File: src/rtl/reset_cause_pkg.sv
package reset_cause_pkg;
  localparam int unsigned WORD_W  = 32;
  localparam int unsigned CAUSE_N = 5;
  localparam int unsigned CAUSE_LSB = WORD_W - CAUSE_N;   // 27

  // index inside the 5-bit cause vector (vector bit i sits at word bit 27+i)
  localparam int unsigned IDX_BTN_WARM = 0;
  localparam int unsigned IDX_BTN_COLD = 1;
  localparam int unsigned IDX_SOFT_WARM = 2;
  localparam int unsigned IDX_SOFT_COLD = 3;
  localparam int unsigned IDX_POWER_UP  = 4;

  localparam logic [CAUSE_N-1:0] CLR1_MASK = 5'b10011;
  localparam logic [CAUSE_N-1:0] SET1_MASK = 5'b01100;
  localparam logic [CAUSE_N-1:0] POWER_UP_ONLY = 5'b10000;
endpackage

File: src/rtl/rc_boot_counter.sv
module rc_boot_counter #(
  parameter int unsigned CNT_W = 2
) (
  input  logic clk_i,
  input  logic pwr_rst_ni,
  input  logic inc_i,
  input  logic clr_i,
  output logic first_o
);
  localparam logic [CNT_W-1:0] CNT_MAX = {CNT_W{1'b1}};

  logic [CNT_W-1:0] cnt_q;

  always_ff @(posedge clk_i or negedge pwr_rst_ni) begin
    if (!pwr_rst_ni) begin
      cnt_q <= '0;
    end else if (inc_i) begin
      if (cnt_q != CNT_MAX) cnt_q <= cnt_q + 1'b1;
    end else if (clr_i) begin
      cnt_q <= '0;
    end
  end

  assign first_o = (cnt_q == '0);

  a_r10_no_wrap: assert property (@(posedge clk_i) disable iff (!pwr_rst_ni)
    (cnt_q == CNT_MAX && !clr_i) |=> (cnt_q == CNT_MAX));
  a_r6_clear_arms: assert property (@(posedge clk_i) disable iff (!pwr_rst_ni)
    (clr_i && !inc_i) |=> first_o);
endmodule

File: src/rtl/rc_cause_bits.sv
module rc_cause_bits
  import reset_cause_pkg::*;
(
  input  logic               clk_i,
  input  logic               pwr_rst_ni,
  input  logic               sys_rst_i,
  input  logic               first_i,
  input  logic               wr_fire_i,
  input  logic [CAUSE_N-1:0] wr_bits_i,
  input  logic               btn_cold_i,
  input  logic               btn_warm_i,
  output logic [CAUSE_N-1:0] cause_o
);
  logic [CAUSE_N-1:0] cause_q, cause_d, btn_set;

  always_comb begin
    btn_set = '0;
    btn_set[IDX_BTN_COLD] = btn_cold_i;
    btn_set[IDX_BTN_WARM] = btn_warm_i;
    cause_d = cause_q;
    if (sys_rst_i) begin
      if (first_i) cause_d = POWER_UP_ONLY;
    end else if (wr_fire_i) begin
      cause_d = (cause_q & ~(wr_bits_i & CLR1_MASK)) | (wr_bits_i & SET1_MASK);
    end
    cause_d = cause_d | btn_set;
  end

  always_ff @(posedge clk_i or negedge pwr_rst_ni) begin
    if (!pwr_rst_ni) cause_q <= '0;
    else             cause_q <= cause_d;
  end

  assign cause_o = cause_q;

  a_r4_clear_on_one: assert property (@(posedge clk_i) disable iff (!pwr_rst_ni)
    (wr_fire_i && !sys_rst_i && wr_bits_i[IDX_POWER_UP]) |=> !cause_q[IDX_POWER_UP]);
  a_r5_sticky_set: assert property (@(posedge clk_i) disable iff (!pwr_rst_ni)
    (cause_q[IDX_SOFT_WARM] && !sys_rst_i) |=> cause_q[IDX_SOFT_WARM]);
  a_r8_first_load: assert property (@(posedge clk_i) disable iff (!pwr_rst_ni)
    (sys_rst_i && first_i && !btn_cold_i && !btn_warm_i) |=> (cause_q == POWER_UP_ONLY));
  a_r9_button_wins: assert property (@(posedge clk_i) disable iff (!pwr_rst_ni)
    btn_cold_i |=> cause_q[IDX_BTN_COLD]);
endmodule

File: src/rtl/reset_cause_reg.sv
module reset_cause_reg
  import reset_cause_pkg::*;
#(
  parameter int unsigned ADDR_W  = 3,
  parameter int unsigned SEL_BIT = 2,
  parameter int unsigned CNT_W   = 2
) (
  input  logic              clk_i,
  input  logic              pwr_rst_ni,
  input  logic              sys_rst_i,
  input  logic              btn_cold_i,
  input  logic              btn_warm_i,
  input  logic [ADDR_W-1:0] addr_i,
  input  logic              wr_en_i,
  input  logic [WORD_W-1:0] wr_data_i,
  output logic [WORD_W-1:0] rd_data_o,
  output logic              sys_reset_req_o
);
  logic               live_word, wr_fire, first, req_q;
  logic [CAUSE_N-1:0] wr_bits, cause;

  assign live_word = addr_i[SEL_BIT];
  assign wr_fire   = wr_en_i && live_word && !sys_rst_i;
  assign wr_bits   = wr_data_i[WORD_W-1:CAUSE_LSB];

  rc_boot_counter #(.CNT_W(CNT_W)) u_cnt (
    .clk_i      (clk_i),
    .pwr_rst_ni (pwr_rst_ni),
    .inc_i      (sys_rst_i),
    .clr_i      (wr_fire && wr_bits[IDX_SOFT_COLD]),
    .first_o    (first)
  );

  rc_cause_bits u_bits (
    .clk_i      (clk_i),
    .pwr_rst_ni (pwr_rst_ni),
    .sys_rst_i  (sys_rst_i),
    .first_i    (first),
    .wr_fire_i  (wr_fire),
    .wr_bits_i  (wr_bits),
    .btn_cold_i (btn_cold_i),
    .btn_warm_i (btn_warm_i),
    .cause_o    (cause)
  );

  always_ff @(posedge clk_i or negedge pwr_rst_ni) begin
    if (!pwr_rst_ni) req_q <= 1'b0;
    else req_q <= wr_fire && (wr_bits[IDX_SOFT_COLD] || wr_bits[IDX_SOFT_WARM]);
  end

  assign sys_reset_req_o = req_q;
  assign rd_data_o = live_word ? {cause, {CAUSE_LSB{1'b0}}} : '0;

  a_r12_req_after_write: assert property (@(posedge clk_i) disable iff (!pwr_rst_ni)
    sys_reset_req_o |-> $past(wr_en_i && !sys_rst_i));
  a_r11_reset_blocks_req: assert property (@(posedge clk_i) disable iff (!pwr_rst_ni)
    sys_rst_i |=> !sys_reset_req_o);
  a_r3_dead_word_quiet: assert property (@(posedge clk_i) disable iff (!pwr_rst_ni)
    (wr_en_i && !addr_i[SEL_BIT] && !sys_rst_i && !btn_cold_i && !btn_warm_i)
      |=> ($stable(cause) && !sys_reset_req_o));
endmodule

File: config.mk
export PLATFORM = sky130hd
export DESIGN_NAME = reset_cause_reg
export DESIGN_NICKNAME = d
export VERILOG_FILES = /design/src/rtl/reset_cause_pkg.sv /design/src/rtl/rc_boot_counter.sv /design/src/rtl/rc_cause_bits.sv /design/src/rtl/reset_cause_reg.sv
export SDC_FILE = /design/constraint.sdc
export NUM_CORES = 1
export LEC_CHECK = 0
export BUFFER_PORTS_ARGS = -buffer_cell sky130_fd_sc_hd__clkbuf_2
export CAP_MARGIN = 20
export CORE_MARGIN = 4
export CORE_UTILIZATION = 31
export DETAILED_ROUTE_END_ITERATION = 8
export PLACE_DENSITY_LB_ADDON = 0.15
export RECOVER_POWER = 50
export SYNTH_ARGS = -nofsm -noshare
export SYNTH_HDL_FRONTEND = slang
export SYNTH_SLANG_ARGS = --single-unit
export TNS_END_PERCENT = 20
File: constraint.sdc
create_clock -name clk_i -period 1.1 [get_ports clk_i]
set_input_delay 0.055 -clock clk_i [delete_from_list [all_inputs] [get_ports clk_i]]
set_output_delay 0.055 -clock clk_i [all_outputs]
set_load 0.005 [all_outputs]
==> results of run 1 <==
==> power by group through the flow <==
| stage | registers, W | logic, W | clock network [W] |
|---|---|---|---|
| 4_1_cts | 0.000456 | 0.000377 | 0.000238 |
| 5_1_grt | 0.000470 | 0.000520 | 0.000255 |
| 6_report | 0.000458 | 0.000458 | 0.000224 |
| 3_3_place_gp | 0.000456 | 0.000355 | 0 |
| 2_1_floorplan | 0.000445 | 0.000297 | 0 |
| 3_5_place_dp | 0.000460 | 0.000356 | 0 |
==> state kept, by name (all words and copies together) (netlist names) <==
signal / flops
u_bits.cause_o: 5
u_cnt.cnt_q: 2
sys_reset_req_o: 1
==> path summary, 6_finish.rpt <==
| check | startpoint | endpoint | slack (ns) |
|---|---|---|---|
| worst min register to register | u_bits.cause_o[3]$_DFFE_PN0P_ | u_bits.cause_o[3]$_DFFE_PN0P_ | 0.47 |
| worst max-delay path | u_cnt.cnt_q[0]$_DFFE_PN0P_ | u_bits.cause_o[2]$_DFFE_PN0P_ | 0.05 |
| worst min-delay path | wr_data_i[30] | sys_reset_req_o$_DFF_PN0_ | 0.04 |
| min in group asynchronous | pwr_rst_ni | u_bits.cause_o[1]$_DFF_PN0_ | 0.25 |
| worst max register to register | u_cnt.cnt_q[0]$_DFFE_PN0P_ | u_bits.cause_o[2]$_DFFE_PN0P_ | 0.05 |
| max in group asynchronous | pwr_rst_ni | u_bits.cause_o[0]$_DFF_PN0_ | 0.55 |
==> per-layer routing <==
metal | global-route usage (%) | up-vias
met3 | 6.02 | 0
met5 | 0 | -
met2 | 12.3 | 31
met1 | 7.92 | 182
met4 | 3.93 | 0
li1 | - | 201
==> through the flow <==
| step | std cells | hold slack, ns | setup TNS (ns) |
|---|---|---|---|
| final | 114 | 0.0438 | 0 |
| after CTS | 113 | 0.0335 | 0 |
| after global routing | 114 | 0.0311 | -0.00408 |
| after detailed placement | 106 | -0.0864 | -0.00450 |
| after global placement | 106 | -0.0816 | -0.0119 |
| after floorplan | 90 | -0.241 | 0 |
==> worst max-delay path, cell delays in order, from the launching register on <==
cell and delay (ns):
dfrtp_1 0.40, inv_1 0.07, ha_2 0.19, nand2_4 0.07, a22o_4 0.21
==> Yosys cell counts (all sizes together) <==
cell | instances | area, µm²
conb | 1 | 3.75
o21a | 1 | 7.51
o21ai | 2 | 10.0
buf | 27 | 203
a22o | 1 | 10.0
a21oi | 2 | 10.0
ha | 2 | 25.0
nand2b | 1 | 6.26
a31o | 2 | 17.5
nand2 | 5 | 18.8
dfrtp | 8 | 200
and3b | 1 | 10.0
inv | 3 | 11.3
nand3 | 2 | 10.0
nand4b | 1 | 8.76
and2 | 5 | 37.5
==> cell type report <==
cell class	count	area [µm²]	share of cell area (%)
Clock buffer	3	22.5	3.20
Inverter	3	11.3	1.60
Multi-Input combinational cell	52	302	42.8
Sequential cell	8	200	28.4
Tap cell	25	31.3	4.44
Timing Repair Buffer	23	138	19.5
==> cell families after synthesis <==
kind of cell    after synthesis
buf+inv                      30
simple gates                 15
compound gates                8
flops                         8
fa+ha+maj                     2
other cells                   1
==> what timing repair did <==
item	CTS	global route
resized for setup	1	5
endpoints found under the hold margin	11	0
pin swaps	0	2
setup endpoints to repair	1	6
hold buffers	4	0
buffers inserted	0	1
gates cloned	0	0
==> metrics, run 1 <==
DRT met1 WL=364 µm; post-synthesis mux area share=0%; max-slew violations=0; Fillers=205; Tot Pwr=between 0.001 and 0.0015 W; first-pass GRT wire length=1.48 mm; synthesis-to-finish area growth=19.5%; sw frac=31.6%; Die Width=51.6 µm; Netlist cell types=16; clk sink count=8; drt pass-1 iters=2; status=finished, final reports clean; Post-Syn Instances=64; largest net degree at the start of global routing=9; Total GRT Usage=8.01%; # diodes=0; final worst slack=roughly 0.05 ns; R2R depth=4; num ports=74; vias in the first global route=350; Crit Path Max Fanout=4; crit start category=flop; Starting Density=33.4%; Port Buf Inserts=17; DRT Wirelength=1.03 mm; Seq/Total Area, Yosys=34.0%; leading cell types in the layout, fill and taps excluded=conb_1 (27), clkbuf_2 (15), dfrtp_1 (8), and2_2 (5); Hold Vio Cnt, Final=0; post-route ant nets=0; DR vias/cell=3.63; combinational family with the most area after synthesis=buffers and inverters; Sequential Power Share=around two fifths; Clk Latency, worst-skew pair=0.25 ns; clk slew on worst S/H paths=around 0.060 ns; max-cap violation count=0; H-tree Lvls=1; Final Instance Area=704 µm²; met2 WL post-DR=478 µm; grt ovf=0; Seq cells post-synth=8; top achievable clock speed=0.952 GHz; unrepaired setup endpoints after global routing=true; row count=15; Setup crit end kind=flop; Avg Inst Size Synth=between 9 and 10 µm²; WL met3=184 µm; CP arrival=1.19 ns; Post-Synth XOR/XNOR Area=0%; Max Used Layer=met3; drt drc=0; clk_skew=0.00430 ns; Post-Synth Adder-Cell Area=4.25%; Clock power frac=~20%; final setup vio count=0; leakage power=~0.39 nW; HPWL after detailed placement=839 µm; Vias=~410; Comb power frac=40.1%; CTS tree=built; cts bufs inserted=3; maximum vdd drop=approximately 0.0007 V; CTS max path bufs=2; Synth Warn #=0; layout cells sized above 1=a little over a third; Post-DP Area=roughly 600 µm²; Core Region=roughly 1800 µm²; Die Area=about 2700 µm²; Final Wtd Congestion=0.662; Hold Crit Class=in -> reg; mapped cell area=589 µm²; die height=around 52 µm; CP required=1.24 ns; P_int=between 0.0007 and 0.0008 W; Synth Area in Compound Gates=9.34%; Nets=about 130; Simple-Gate Fraction of Synth Area=15.5%; WS Path Type=reg -> reg; switching power=0.000360 W; hold depth=2; final core occ=39.9%; final worst-path cycle share=95.5%; most common cell after layout, fill and taps aside=conb_1; wire per inst=9.01 µm; pwr dens=1620 nW/µm²; crit path time final=roughly 1.1 ns; Root Driver=clkbuf_4; initial antenna violation count=0; Initial DRC Count=2; post-place setup slack=-0.00450 ns
Power figures use the tool's default switching activity.
==> run 2: changes to the inputs <==
--- a/config.mk
+++ b/config.mk
@@ -7,3 +7,3 @@
 export LEC_CHECK = 0
-export BUFFER_PORTS_ARGS = -buffer_cell sky130_fd_sc_hd__clkbuf_2
+export BUFFER_PORTS_ARGS = -buffer_cell sky130_fd_sc_hd__buf_2
 export CAP_MARGIN = 20
==> constraint.sdc (replaced) <==
create_clock -name clk_i -period 1.1 [get_ports clk_i]
set_input_delay 0.275 -clock clk_i [delete_from_list [all_inputs] [get_ports clk_i]]
set_output_delay 0.275 -clock clk_i [all_outputs]
set_load 0.005 [all_outputs]
==> metrics, run 2 (synthesis results as in run 1) <==
Vias=411 (-0.72%); hold slack final=0.194 ns (+0.150 ns); HPWL after detailed placement=845 µm (+0.73%); num ports=74 (unchanged); # diodes=0 (unchanged); max-slew violations=0 (unchanged); max FFs per register=5 (unchanged); Clk Latency, worst-skew pair=0.24 ns (about the same); Starting Density=33.4% (unchanged); Core Region=1760 µm² (unchanged); clk_skew=0.00274 ns (-0.00156 ns); synthesis-to-finish area growth=25.3%; first-pass GRT wire length=1.56 mm (+5.6%); max-cap violation count=0 (unchanged); pwr dens=1730 nW/µm² (+7.0%); wire per inst=9.53 µm (+5.7%); most common cell after layout, fill and taps aside=conb_1; Post-DP Area=616 µm² (+1.2%); R2R depth=4 (unchanged); CTS tree=built; Hold Vio Cnt, Final=0 (unchanged); grt ovf=0 (unchanged); Die Width=51.6 µm (unchanged); maximum vdd drop=0.000823 V (+18%); clk sink count=8 (unchanged); final setup vio count=5 (+5); reg2reg start=u_cnt.cnt_q[1]$_DFFE_PN0P_; final worst slack=-0.0653 ns (-0.115 ns); unrepaired setup endpoints after global routing=true; Final Instance Area=738 µm² (+4.8%); Nets=134 (unchanged); Final Wtd Congestion=0.672 (+1.6%); hold depth=2 (unchanged); critical path depth=2 (-2); post-route ant nets=0 (unchanged); non-filler cells, final=114 (unchanged); Port Buf Inserts=17 (unchanged); WS Path Type=reg -> out; highest-delay cell along the critical path=dfrtp_1; crit start category=flop; critical path startpoint=u_bits.cause_o[2]$_DFFE_PN0P_; slowest stage delay, CP=0.38 ns (-0.02 ns); DRT Wirelength=1.09 mm (+5.7%); Setup crit end kind=output port; layout cells sized above 1=39.3% (+4.5 points); CP required=0.82 ns (-0.42 ns); Die Area=2660 µm² (unchanged); RR Endpoint=u_bits.cause_o[0]$_DFF_PN0_; crit path time final=1.17 ns (+0.115 ns); vias in the first global route=355 (+1.4%); R2R Setup Slk=0.07 ns (+0.02 ns); crit-path leading delay family=flip-flops; drt drc=0 (unchanged); CP arrival=0.89 ns (-0.30 ns); DR vias/cell=3.61 (-0.72%); CTS max path bufs=2 (unchanged); clk slew on worst S/H paths=0.06 ns (about the same); final worst-path cycle share=106% (+10 points); row count=15 (unchanged); Crit Path Max Fanout=2 (-2); drt pass-1 iters=1 (-1); Tot Pwr=0.00128 W (+12%); leading cell types in the layout, fill and taps excluded=conb_1 (27), buf_2 (11), dfrtp_1 (8); top achievable clock speed=0.858 GHz (-9.8%); status=finished with violations; CP Cell Sequence=and2_4, buf_6; Total GRT Usage=8.07% (+0.060 points); leakage power=0.403 nW (+4.3%); Critical Path End=rd_data_o[29]; H-tree Lvls=1 (unchanged); Hold Crit Class=in -> reg; Root Driver=clkbuf_4; initial antenna violation count=0 (unchanged); largest net degree at the start of global routing=9 (unchanged); worst path bufs/invs=1 (unchanged); die height=51.6 µm (unchanged); Initial DRC Count=0 (-2); cts bufs inserted=3 (unchanged); dpl cells=107 (+0.94%); failing checks=negative setup slack
-- run 2: cell count changes in the layout (fill, tap and decap cells not counted), moves of 3 or more --
| cell | change |
|---|---|
| clkbuf_2 | -15 |
| buf_2 | +11 |
| and2_2 | -5 |
| and2_4 | +5 |
| buf_6 | +5 |
| buf_4 | +3 |
| dlygate4sd3_1 | -3 |
-- run 2: power by group --
group / leakage (nW) / total, W / switching (W) / internal [W]
Sequential: 0.0941 / 0.000459 / 0.0000625 / 0.000396
Combinational: 0.295 / 0.000602 / 0.000241 / 0.000362
Clock: 0.0138 / 0.000217 / 0.0000927 / 0.000124
Total: 0.403 / 0.00128 / 0.000396 / 0.000882
-- run 2: worst min-delay path by stage --
stage | start | to | slack, ns
after floorplan | pwr_rst_ni | sys_reset_req_o$_DFF_PN0_ | -0.02
after global routing | wr_data_i[31] | u_bits.cause_o[4]$_DFFE_PN0P_ | 0.20
after CTS | wr_data_i[31] | u_bits.cause_o[4]$_DFFE_PN0P_ | 0.19
after global placement | pwr_rst_ni | sys_reset_req_o$_DFF_PN0_ | 0.13
after detailed placement | pwr_rst_ni | sys_reset_req_o$_DFF_PN0_ | 0.13
final | wr_data_i[31] | u_bits.cause_o[4]$_DFFE_PN0P_ | 0.19
-- run 2: worst register-to-register path, cell delays in order (launching register included) --
cell	delay [ns]
dfrtp_1	0.39
inv_1	0.10
ha_4	0.15
nand2_4	0.06
a31o_1	0.21
-- run 2: metrics by stage --
stage	setup slack (ns)	utilization, %	TNS (ns)
final	-0.0653	41.8	-0.254
after global routing	-0.0974	41.8	-0.414
after CTS	-0.0612	39.9	-0.282
after detailed placement	-0.0126	34.9	-0.0126
after global placement	-0.00842	34.9	-0.00842
after floorplan	0.0996	-	0
-- run 2: timing repair --
item | CTS | global route
pin swaps | 0 | 1
hold buffers | 1 | 0
endpoints found under the hold margin | 8 | 0
gates cloned | 0 | 0
buffers inserted | 2 | 1
gates resized for setup | 11 | 6
endpoints found under the setup margin | 8 | 11
-- run 2: cell type report --
class	instances	area, µm²
Multi-Input combinational cell	52	310
Fill cell	195	1030
Inverter	3	11.3
Tap cell	25	31.3
Timing Repair Buffer	23	163
Clock buffer	3	22.5
Sequential cell	8	200
-- run 2: metal layers --
layer	global-route usage (%)	vias to the layer above	routed length, µm	part of all wire [%]
li1	-	202	-	-
met1	8.98	180	390	36
met2	13.1	29	527	49
met3	3.44	0	168	15
met4	3.93	0	0	0
met5	0	-	0	0
==> run 3: changes to the inputs <==
Settings changed: RECOVER_POWER 50 to unset.
==> metrics, run 3 (synthesis results as in run 1) <==
slowest stage delay, CP=0.38 ns (about the same); DR vias/cell=3.61 (unchanged); maximum vdd drop=0.000825 V (+0.14%); max-cap violation count=0 (unchanged); pwr dens=1730 nW/µm² (about the same); Final Wtd Congestion=0.672 (unchanged); crit start category=flop; first-pass GRT wire length=1.56 mm (unchanged); clk_skew=0.00274 ns (unchanged); DRT Wirelength=1.09 mm (+0.28%); layout cells sized above 1=40.4% (+1.1 points); drt drc=0 (unchanged); row count=15 (unchanged); highest-delay cell along the critical path=dfrtp_1; grt ovf=0 (unchanged); Root Driver=clkbuf_4; Die Area=2660 µm² (unchanged); Comb power frac=47.1% (about the same); post-route ant nets=0 (unchanged); final worst-path cycle share=106% (+0.20 points); sw frac=31.0% (about the same); clk slew on worst S/H paths=0.06 ns (about the same); final core occ=41.9% (+0.071 points); final setup vio count=5 (unchanged); drt pass-1 iters=1 (unchanged); Clk Latency, worst-skew pair=0.24 ns (about the same); unrepaired setup endpoints after global routing=true; WS Path Type=reg -> out; die height=51.6 µm (unchanged); post-place setup slack=-0.0126 ns (unchanged); CTS tree=built; num ports=74 (unchanged); Vias=411 (unchanged); failing checks=negative setup slack; Setup crit end kind=output port; initial antenna violation count=0 (unchanged); most common cell after layout, fill and taps aside=conb_1; synthesis-to-finish area growth=25.5%; CTS max path bufs=2 (unchanged); Total GRT Usage=8.07% (unchanged); cts bufs inserted=3 (unchanged); final worst slack=-0.0675 ns (-0.00219 ns); max-slew violations=0 (unchanged); Sequential Power Share=35.9% (about the same); Hold Vio Cnt, Final=0 (unchanged); Hold Crit Class=in -> reg; Initial DRC Count=0 (unchanged); crit path time final=1.17 ns (+0.00219 ns); top achievable clock speed=0.857 GHz (-0.19%); Crit Path Max Fanout=2 (unchanged); vias in the first global route=355 (unchanged); Fin Setup TNS=-0.256 ns (-0.00190 ns); hold slack final=0.194 ns (unchanged); Starting Density=33.4% (unchanged); # diodes=0 (unchanged); H-tree Lvls=1 (unchanged); largest net degree at the start of global routing=9 (unchanged); P_int=0.000883 W (about the same); wire per inst=9.55 µm (+0.28%); HPWL after detailed placement=845 µm (unchanged); status=finished with violations; switching power=0.000396 W (about the same); leakage power=0.406 nW (+0.68%); CP arrival=0.89 ns (about the same); CP Cell Sequence=and2_4, buf_6; Core Region=1760 µm² (unchanged); Final Instance Area=739 µm² (+0.17%); max FFs per register=5 (unchanged); Die Width=51.6 µm (unchanged); Clock power frac=17.0% (about the same); clk sink count=8 (unchanged); leading cell types in the layout, fill and taps excluded=conb_1 (27), buf_2 (12), dfrtp_1 (8); CP required=0.82 ns (about the same); Port Buf Inserts=17 (unchanged); Post-DP Area=616 µm² (unchanged); Nets=134 (unchanged)
## run 3: changes by cell type in the layout (fill, tap and decap cells not counted), sizes merged
cell	delta
buf	+1
clkbuf	-1
## run 3: timing repair
item                                   CTS  global route
endpoints found under the hold margin    8             0
hold buffers                             1             0
gates cloned                             0             0
resized for setup                       11             6
buffers inserted                         2             1
pin swaps                                0             1
setup endpoints to repair                8            11
## run 3: final cells by class
| cell class | instances | area, µm² |
|---|---|---|
| clock buffers | 3 | 22.5 |
| well taps | 25 | 31.3 |
| flip-flops and latches | 8 | 200 |
| inverters | 3 | 11.3 |
| multi-input cells | 52 | 310 |
| repair buffers | 23 | 164 |
| fillers | 194 | 1020 |
## run 3: power by group through the flow
stage | Sequential (W) | Clock (W) | Combinational, W
2_1_floorplan | 0.000445 | 0 | 0.000297
3_5_place_dp | 0.000459 | 0 | 0.000360
4_1_cts | 0.000457 | 0.000228 | 0.000493
6_report | 0.000459 | 0.000217 | 0.000603
3_3_place_gp | 0.000457 | 0 | 0.000355
5_1_grt | 0.000479 | 0.000241 | 0.000667
## run 3: metrics by stage
step / total power (W) / std cells
finish: 0.00128 / 114
global placement: 0.000812 / 107
floorplan: 0.000742 / 90
detailed placement: 0.000819 / 107
global route: 0.00139 / 114
CTS: 0.00118 / 113
## run 3: path summary, 6_finish.rpt
check                                                    from                            end  slack (ns)  depth (start not counted)
worst min-delay path                            wr_data_i[31]  u_bits.cause_o[4]$_DFFE_PN0P_        0.19                          2
max in group asynchronous                          pwr_rst_ni    u_bits.cause_o[1]$_DFF_PN0_        0.51                          2
worst max-delay path            u_bits.cause_o[2]$_DFFE_PN0P_                  rd_data_o[29]       -0.07                          2
worst max register to register     u_cnt.cnt_q[1]$_DFFE_PN0P_    u_bits.cause_o[0]$_DFF_PN0_        0.07                          4
min in group asynchronous                          pwr_rst_ni  u_bits.cause_o[2]$_DFFE_PN0P_        0.42                          2
worst min register to register  u_bits.cause_o[3]$_DFFE_PN0P_  u_bits.cause_o[3]$_DFFE_PN0P_        0.49                          2
## run 3: layer usage
metal  vias up  track usage (%)  wire [µm]
met3         0             3.44        168
li1        202                -          -
met4         0             3.93          0
met1       180             8.98        393
met5         -                0          0
met2        29             13.1        527
## run 3: critical path, delay by kind of cell (launching register included)
kind	cells	cell delay, ns
flops	1	0.38
simple gates	1	0.16
buf+inv	1	0.11
